**config.mk**
```make
export PLATFORM = sky130hd
export DESIGN_NAME = bist_lane
export DESIGN_NICKNAME = d
export VERILOG_FILES = /design/src/rtl/bist_chk_pkg.sv /design/src/rtl/bist_lane.sv
export SDC_FILE = /design/constraint.sdc
export NUM_CORES = 1
export LEC_CHECK = 0
export CAP_MARGIN = 20
export CORE_ASPECT_RATIO = 2
export CORE_MARGIN = 2
export CORE_UTILIZATION = 60
export CTS_BUF_LIST = sky130_fd_sc_hd__clkbuf_16
export DETAILED_ROUTE_END_ITERATION = 16
export PLACE_DENSITY = 0.84
export SLEW_MARGIN = 0
export SYNTH_ARGS = -nofsm -noshare
export SYNTH_HDL_FRONTEND = slang
export SYNTH_SLANG_ARGS = --single-unit
```
**constraint.sdc**
```tcl
create_clock -name clk -period 3.4 [get_ports clk]
set_input_delay 0.51 -clock clk [delete_from_list [all_inputs] [get_ports clk]]
set_output_delay 0.51 -clock clk [all_outputs]
set_load 0.02 [all_outputs]
```
**src/rtl/bist_chk_pkg.sv**
```systemverilog
package bist_chk_pkg;
  // Reference sequence: x^15 + x^14 + 1
  localparam int PRBS_DEG = 15;
  localparam int PRBS_TAP = 14;

  typedef enum logic {
    RPT_GROSS = 1'b0,
    RPT_BITS  = 1'b1
  } rpt_mode_e;
endpackage

```
**src/rtl/bist_lane.sv**
```systemverilog
module bist_lane
  import bist_chk_pkg::*;
#(
  parameter int W         = 10,
  parameter int RUN_WORDS = 1024
) (
  input  logic         clk,
  input  logic         rst_n,
  input  logic         in_test,
  input  logic         rpt_bitmode,
  input  logic [W-1:0] rx_data,
  input  logic         rx_vld,
  input  logic         rx_lock_n,
  output logic [W-1:0] tx_data,
  output logic         tx_vld,
  output logic         tx_lock_n,
  output logic         run_done,
  output logic         run_pass
);
  localparam int PRIME_WORDS = (PRBS_DEG + W - 1) / W;
  localparam int PW          = $clog2(PRIME_WORDS + 1);
  localparam int CW          = $clog2(RUN_WORDS + 1);

  typedef logic [PRBS_DEG-1:0] hist_t;

  // Shift a received word into the history; bit 0 is the earliest bit.
  function automatic hist_t load_word(hist_t h, logic [W-1:0] w);
    for (int i = 0; i < W; i++) begin
      h = {h[PRBS_DEG-2:0], w[i]};
    end
    return h;
  endfunction

  // Produce the next W reference bits together with the advanced history.
  function automatic logic [PRBS_DEG+W-1:0] gen_word(hist_t h);
    logic [W-1:0] w;
    logic         nb;
    w = '0;
    for (int i = 0; i < W; i++) begin
      nb   = h[PRBS_DEG-1] ^ h[PRBS_TAP-1];
      w[i] = nb;
      h    = {h[PRBS_DEG-2:0], nb};
    end
    return {h, w};
  endfunction

  rpt_mode_e     mode;
  hist_t         hist, hist_adv, hist_ld;
  logic [PW-1:0] prime_cnt;
  logic [CW-1:0] cmp_cnt;
  logic [W-1:0]  exp_word, err_vec;
  logic          priming, comparing, word_err, sticky, sticky_nx, test_q, run_last;

  assign mode              = rpt_mode_e'(rpt_bitmode);
  assign {hist_adv, exp_word} = gen_word(hist);
  assign hist_ld           = load_word(hist, rx_data);
  assign priming           = (prime_cnt < PW'(PRIME_WORDS));
  assign comparing         = in_test && rx_vld && !priming;
  assign err_vec           = comparing ? (rx_data ^ exp_word) : '0;
  assign word_err          = |err_vec;
  assign sticky_nx         = in_test && (sticky || word_err);
  assign run_last          = (cmp_cnt == CW'(RUN_WORDS - 1));

  // Reference alignment and compare counting
  always_ff @(posedge clk or negedge rst_n) begin
    if (!rst_n) begin
      hist      <= '0;
      prime_cnt <= '0;
      cmp_cnt   <= '0;
    end else if (!in_test) begin
      hist      <= '0;
      prime_cnt <= '0;
      cmp_cnt   <= '0;
    end else if (rx_vld) begin
      if (priming) begin
        hist      <= hist_ld;
        prime_cnt <= prime_cnt + PW'(1);
      end else begin
        hist <= hist_adv;
        if (cmp_cnt != CW'(RUN_WORDS)) cmp_cnt <= cmp_cnt + CW'(1);
      end
    end
  end

  // Sticky error and run status
  always_ff @(posedge clk or negedge rst_n) begin
    if (!rst_n) begin
      sticky   <= 1'b0;
      test_q   <= 1'b0;
      run_done <= 1'b0;
      run_pass <= 1'b0;
    end else begin
      sticky <= sticky_nx;
      test_q <= in_test;
      if (in_test && !test_q) begin
        run_done <= 1'b0;
        run_pass <= 1'b0;
      end else if (comparing && !run_done && run_last) begin
        run_done <= 1'b1;
        run_pass <= !(sticky || word_err);
      end
    end
  end

  // Registered outputs: pass-through or error report
  always_ff @(posedge clk or negedge rst_n) begin
    if (!rst_n) begin
      tx_data   <= '0;
      tx_vld    <= 1'b0;
      tx_lock_n <= 1'b1;
    end else begin
      tx_vld <= rx_vld;
      if (!in_test) begin
        tx_data   <= rx_data;
        tx_lock_n <= rx_lock_n;
      end else begin
        tx_lock_n <= 1'b0;
        tx_data   <= (mode == RPT_BITS) ? err_vec : {W{sticky_nx}};
      end
    end
  end
endmodule

```
# Word level (Yosys, flattened, before mapping)
# Cells that the tools add are included.
# totals
input_bits	16
ff_bits	44
out_inout_bits	14
elab_cells	63
# op_classes
addsub	2
n_reduce_logical	15
order_cmp	1
eq_ne	6
muxes	18
bitwise_logic	11
# ops
cell	n
2-to-1 mux 11 bit	4
2-to-1 mux 10 bit	4
2-to-1 mux 15 bit	2
adder 11 x 1 -> 11 bit (second input constant)	1
== test 11 x 10 -> 1 bit (second input constant)	1
inequality test 11 bit (second input constant)	1
OR reduction 10 bit	1
bitwise XOR 1 bit	10
bitwise XOR 10 bit	1
logical AND 1 bit	6
2-to-1 mux 2 bit	3
inequality test 2 x 1 -> 1 bit (second input constant)	3
2-to-1 mux 1 bit	5
logical NOT 1 bit	4
AND reduction 3 bit	1
adder 2 x 1 -> 2 bit (second input constant)	1
less-than comparator 2 bit (second input constant)	1
inequality test 2 bit (second input constant)	1
AND reduction 2 bit	1
nonzero test 2 bit	1
logical OR 1 bit	1

# Logic depth before layout (Yosys ltp)
# logic_depth
depth_word	9
mapped_depth	6
depth_no_buf	6

# Least setup slack after synthesis
# No wires, ideal clock.
# synth_path
path_type	input to register
start	in in_test
end	reg cmp_cnt[7]
setup_time_ns	0.078
n_path_buf	1
path_stages	5
t_arrival_ns	1.683
setup_slack_ns	1.639
required_ns	3.322
cell_sequence	buf_2 nor4bb_1 a31o_2 or4_1 a21oi_1
# synth_via
elab_chain_cells	2
elab_cells_between_ends	5
classes_between	3 x eq/ne; 1 x mux; 1 x reduce/logical
# synth_lines
element	line	rtl
start, declared	bist_lane.sv:9	input logic in_test,
inequality test 2 x 1 -> 1 bit (no line) or inequality test 2 bit (tied branches)	--	
AND reduction 3 bit (no line)	--	
end signal, assigned	bist_lane.sv:80	if (cmp_cnt != CW'(RUN_WORDS)) cmp_cnt <= cmp_cnt + CW'(1);
end, declared	bist_lane.sv:50	logic [CW-1:0] cmp_cnt;
# Parallel ways exist; a longest one is shown, timed or not.
# A chain may end at the register's enable or synchronous reset.

# Final worst setup path
# layout_path
start	in rx_vld
end	reg tx_data[9]
# layout_via
elab_chain_cells	8
# layout_lines
element	line	rtl
start, declared	bist_lane.sv:12	input logic rx_vld,
logical AND 1 bit * (2 in series)	bist_lane.sv:58	assign comparing = in_test && rx_vld && !priming;
2-to-1 mux 10 bit *	bist_lane.sv:59	assign err_vec = comparing ? (rx_data ^ exp_word) : '0;
OR reduction 10 bit	bist_lane.sv:60	assign word_err = |err_vec;
logical OR 1 bit	bist_lane.sv:61	assign sticky_nx = in_test && (sticky || word_err);
logical AND 1 bit	bist_lane.sv:61	
2-to-1 mux 10 bit *	bist_lane.sv:118	tx_data <= (mode == RPT_BITS) ? err_vec : {W{sticky_nx}};
2-to-1 mux 10 bit *	bist_lane.sv:113	if (!in_test) begin
end signal, assigned	bist_lane.sv:114	tx_data <= rx_data;
end signal, assigned	bist_lane.sv:118	
end, declared	bist_lane.sv:14	output logic [W-1:0] tx_data,
# Every way passes the cells marked *; elsewhere a longest branch is shown, timed or not.

==> metrics.txt <==
multiplexer share of the synthesized area around 5.6%; area of the multi-input gates roughly 0.0014 mm2; antenna cells 0; RSZ-0062 raised after global routing no; reg2reg start hist[9]; Crit Reg-Reg Endpoint tx_data[1]; Fin Clk Skew roughly 0.0034 ns; uppermost layer routed met4; setup bufs post-CTS 0; nets between 300 and 400; Worst-path clk slew roughly 0.060 ns; DP Worst Slack between 0.8 and 0.9 ns; placed wire-length estimate about 4700 um; CP Launch Type input pin; number of I/O pins 30; Tot Pwr between 0.001 and 0.0015 W; max_cap viols 0; CTS buffer count 5; largest net degree at the start of global routing 45; first-pass GRT wire length ~11000 um; I/O Buffers 29; Reg2Reg Depth 4; simple-gate share of the synthesized area 16.4%; VDD IR max 324 uV; H-tree depth 2; CTS root buf clkbuf_16; worst hold slack roughly 0.38 ns; vias in the first global route between 2000 and 2500; met3 WL around 220 um; Routed WL between 6000 and 7000 um; Worst path depth 6; Synth area leaders dfrtp_1, a21oi_1, mux2i_1, nor2_1, xnor2_1; Max FO, Critical Path 19; crit-path max cell delay 0.52 ns; Bufs on Longest Clock Path 2; Die W approximately 51 um; # clock sinks 44; GRT Total Usage 29.0%; status finished, final reports clean; Relative slew margins roughly 36%; core box area 0.00434 mm2; vias post-DR 2214; First-pass DRT Iterations 5; Total Negative Setup Slacks 0 ns; Leakage about 1.4 nW; last element of the critical path tx_data[9]; CTS resizes 0; syn avg cell area a little under 10 um2; crit path buf inv count 2; flop-to-flop setup slack approximately 1.5 ns; worst min-delay path category input pin to async pin; CP Class input pin to register; minimum clock period after layout 2.23 ns; switching share of power 26.4%; most frequent cells in the layout dfrtp_1, nor2_1, a21oi_1, clkdlybuf4s50_1, mux2i_1; Setup WS post-layout around 1.2 ns; share of layout cells above drive strength 1 about a tenth; Arr. time, crit path roughly 2.4 ns; Crit path max-delay family buffers and inverters; routed vias/inst 6.33; cts hold-fix bufs 0; initial antenna violation count 0; Max Freq approximately 450 MHz; Synth Area in Compound Gates about a fifth; post-layout util just over 70%; Crit. End Element register; largest family of logic cells by synthesized area compound AO/OA/AOI/OAI gates; area share of fa/ha/maj cells after synthesis 0.933%; pwr/cell area 439 mW/mm2; Yosys cell types 50; Sw Pwr about 0.00036 W; gr ovfl total 0; post-synthesis sequential area ratio around 41%; CTS tree done; DR iter-0 viols 57; Critical Path Start rx_vld; cell taking the most area after synthesis dfrtp_1; yosys synthesis warning count 0; cells along the critical path clkdlybuf4s50_1 -> buf_4 -> and3_1 -> a31o_2 -> a211oi_1 -> a21oi_1; share of async-settable or async-resettable flops after synthesis 100%; Flop pwr share approximately two fifths; Die H about 99 um; final hold vios 0; number of synthesized register bits 44; combinational share of power a little under a fifth; endpoints failing setup 0; RD Place Congestion about 0.86; Area growth syn-to-layout 16.5%; Fillers ~340; Final ANT Viol Nets 0; Cell Area, Synth about 0.0027 mm2; clock latency on the worst-skew pair roughly 0.28 ns; Clk pwr share 39.1%; row cnt 34; worst slew pin tran 0.966 ns; period utilization roughly two thirds; Cells after Synth 276; drc violations 0; Slowest-stage cell, CP clkdlybuf4s50_1; Synthesized Nets around 300; WP data required around 3.5 ns; Post-synth EDFFs 0; most common cell after layout, fill and taps aside dfrtp_1; fin. max-slew vios 0; ys flop type dfrtp_1; met2 wire length ~3900 um; internal power ~0.0010 W; Synth top area share about 40%; Initial Util between 60 and 70%; Die Area slightly above 0.005 mm2; xor and xnor area share after synthesis between 10% and 20%; FF+latch area between 0.001 and 0.0015 mm2; DR WL/cell about 19 um; DRT met1 WL approximately 2300 um
-- flip-flops by register name, indices dropped and copies added, names as in the netlist, 2 cells and up --
signal and flops:
cmp_cnt 11, prime_cnt 2, hist 15, tx_data 10
-- power groups by stage --
| stage | combinational [W] | sequential, W | clock [W] |
|---|---|---|---|
| CTS | 0.000261 | 0.000573 | 0.000540 |
| global route | 0.000284 | 0.000576 | 0.000555 |
| detailed placement | 0.000258 | 0.000582 | 0 |
| global placement | 0.000254 | 0.000581 | 0 |
| finish | 0.000262 | 0.000573 | 0.000537 |
| floorplan | 0.000168 | 0.000584 | 0 |
-- through the flow --
stage | area, um2 | instances
floorplan | 2680 | 276
global placement | 2960 | 342
detailed placement | 2960 | 342
CTS | 3120 | 350
global route | 3120 | 350
finish | 3120 | 350
-- worst reg2reg max path: cells and delay by family, from the launching register on --
| kind | cells | cell delay, ns |
|---|---|---|
| AND/OR/NAND/NOR | 1 | 0.39 |
| XOR/XNOR | 1 | 0.21 |
| AO/OA/AOI/OAI | 2 | 0.74 |
| flip-flops | 1 | 0.46 |
-- synthesized netlist by cell type, drive strengths merged (2+ instances only) --
cell type,count
nor4b,3
nand2b,3
a221oi,3
nor2,35
or3,3
dfrtp,43
buf,16
a2bb2oi,3
o31ai,6
nand3,10
nand2,10
xnor2,13
nor2b,2
xnor3,6
ha,2
o21ai,4
clkbuf,5
nand4,3
o21bai,5
inv,7
and2,2
a31o,8
a22oi,5
mux2i,15
a211oi,5
a21oi,31
nor3,3
xor2,6
or4,4
a31oi,2
-- worst min-delay path by stage --
stage,from,end,slack [ns],cells past startpoint
finish,rst_n,hist[12],0.38,1
global route,rst_n,hist[2],0.46,1
CTS,rst_n,hist[12],0.42,1
detailed placement,hist[3],hist[3],0.51,2
global placement,hist[2],hist[2],0.50,2
floorplan,rst_n,cmp_cnt[0],0.21,0
-- cells by family (layout without fill, tap and decap cells) --
group	after synthesis	after routing
fa+ha+maj	2	2
flops	44	44
xor+xnor	25	25
compound gates	77	77
simple gates	85	85
buf+inv	28	48
mux	15	15
-- layout make-up --
| class | instances | share of cell area (%) |
|---|---|---|
| inverters | 7 | 0.841 |
| multi-input cells | 204 | 46.4 |
| clock inverters | 3 | 1.24 |
| repair buffers | 33 | 10.1 |
| flip-flops and latches | 44 | 35.3 |
| clock buffers | 5 | 4.00 |
| well taps | 54 | 2.16 |
-- routing by layer --
| layer | global-route usage [%] | up-vias |
|---|---|---|
| met5 | 0 | - |
| met4 | 12.6 | 0 |
| met3 | 5.00 | 17 |
| met2 | 54.8 | 68 |
| met1 | 29.7 | 1096 |
| li1 | - | 1033 |
(Power assumes the default switching activity.)
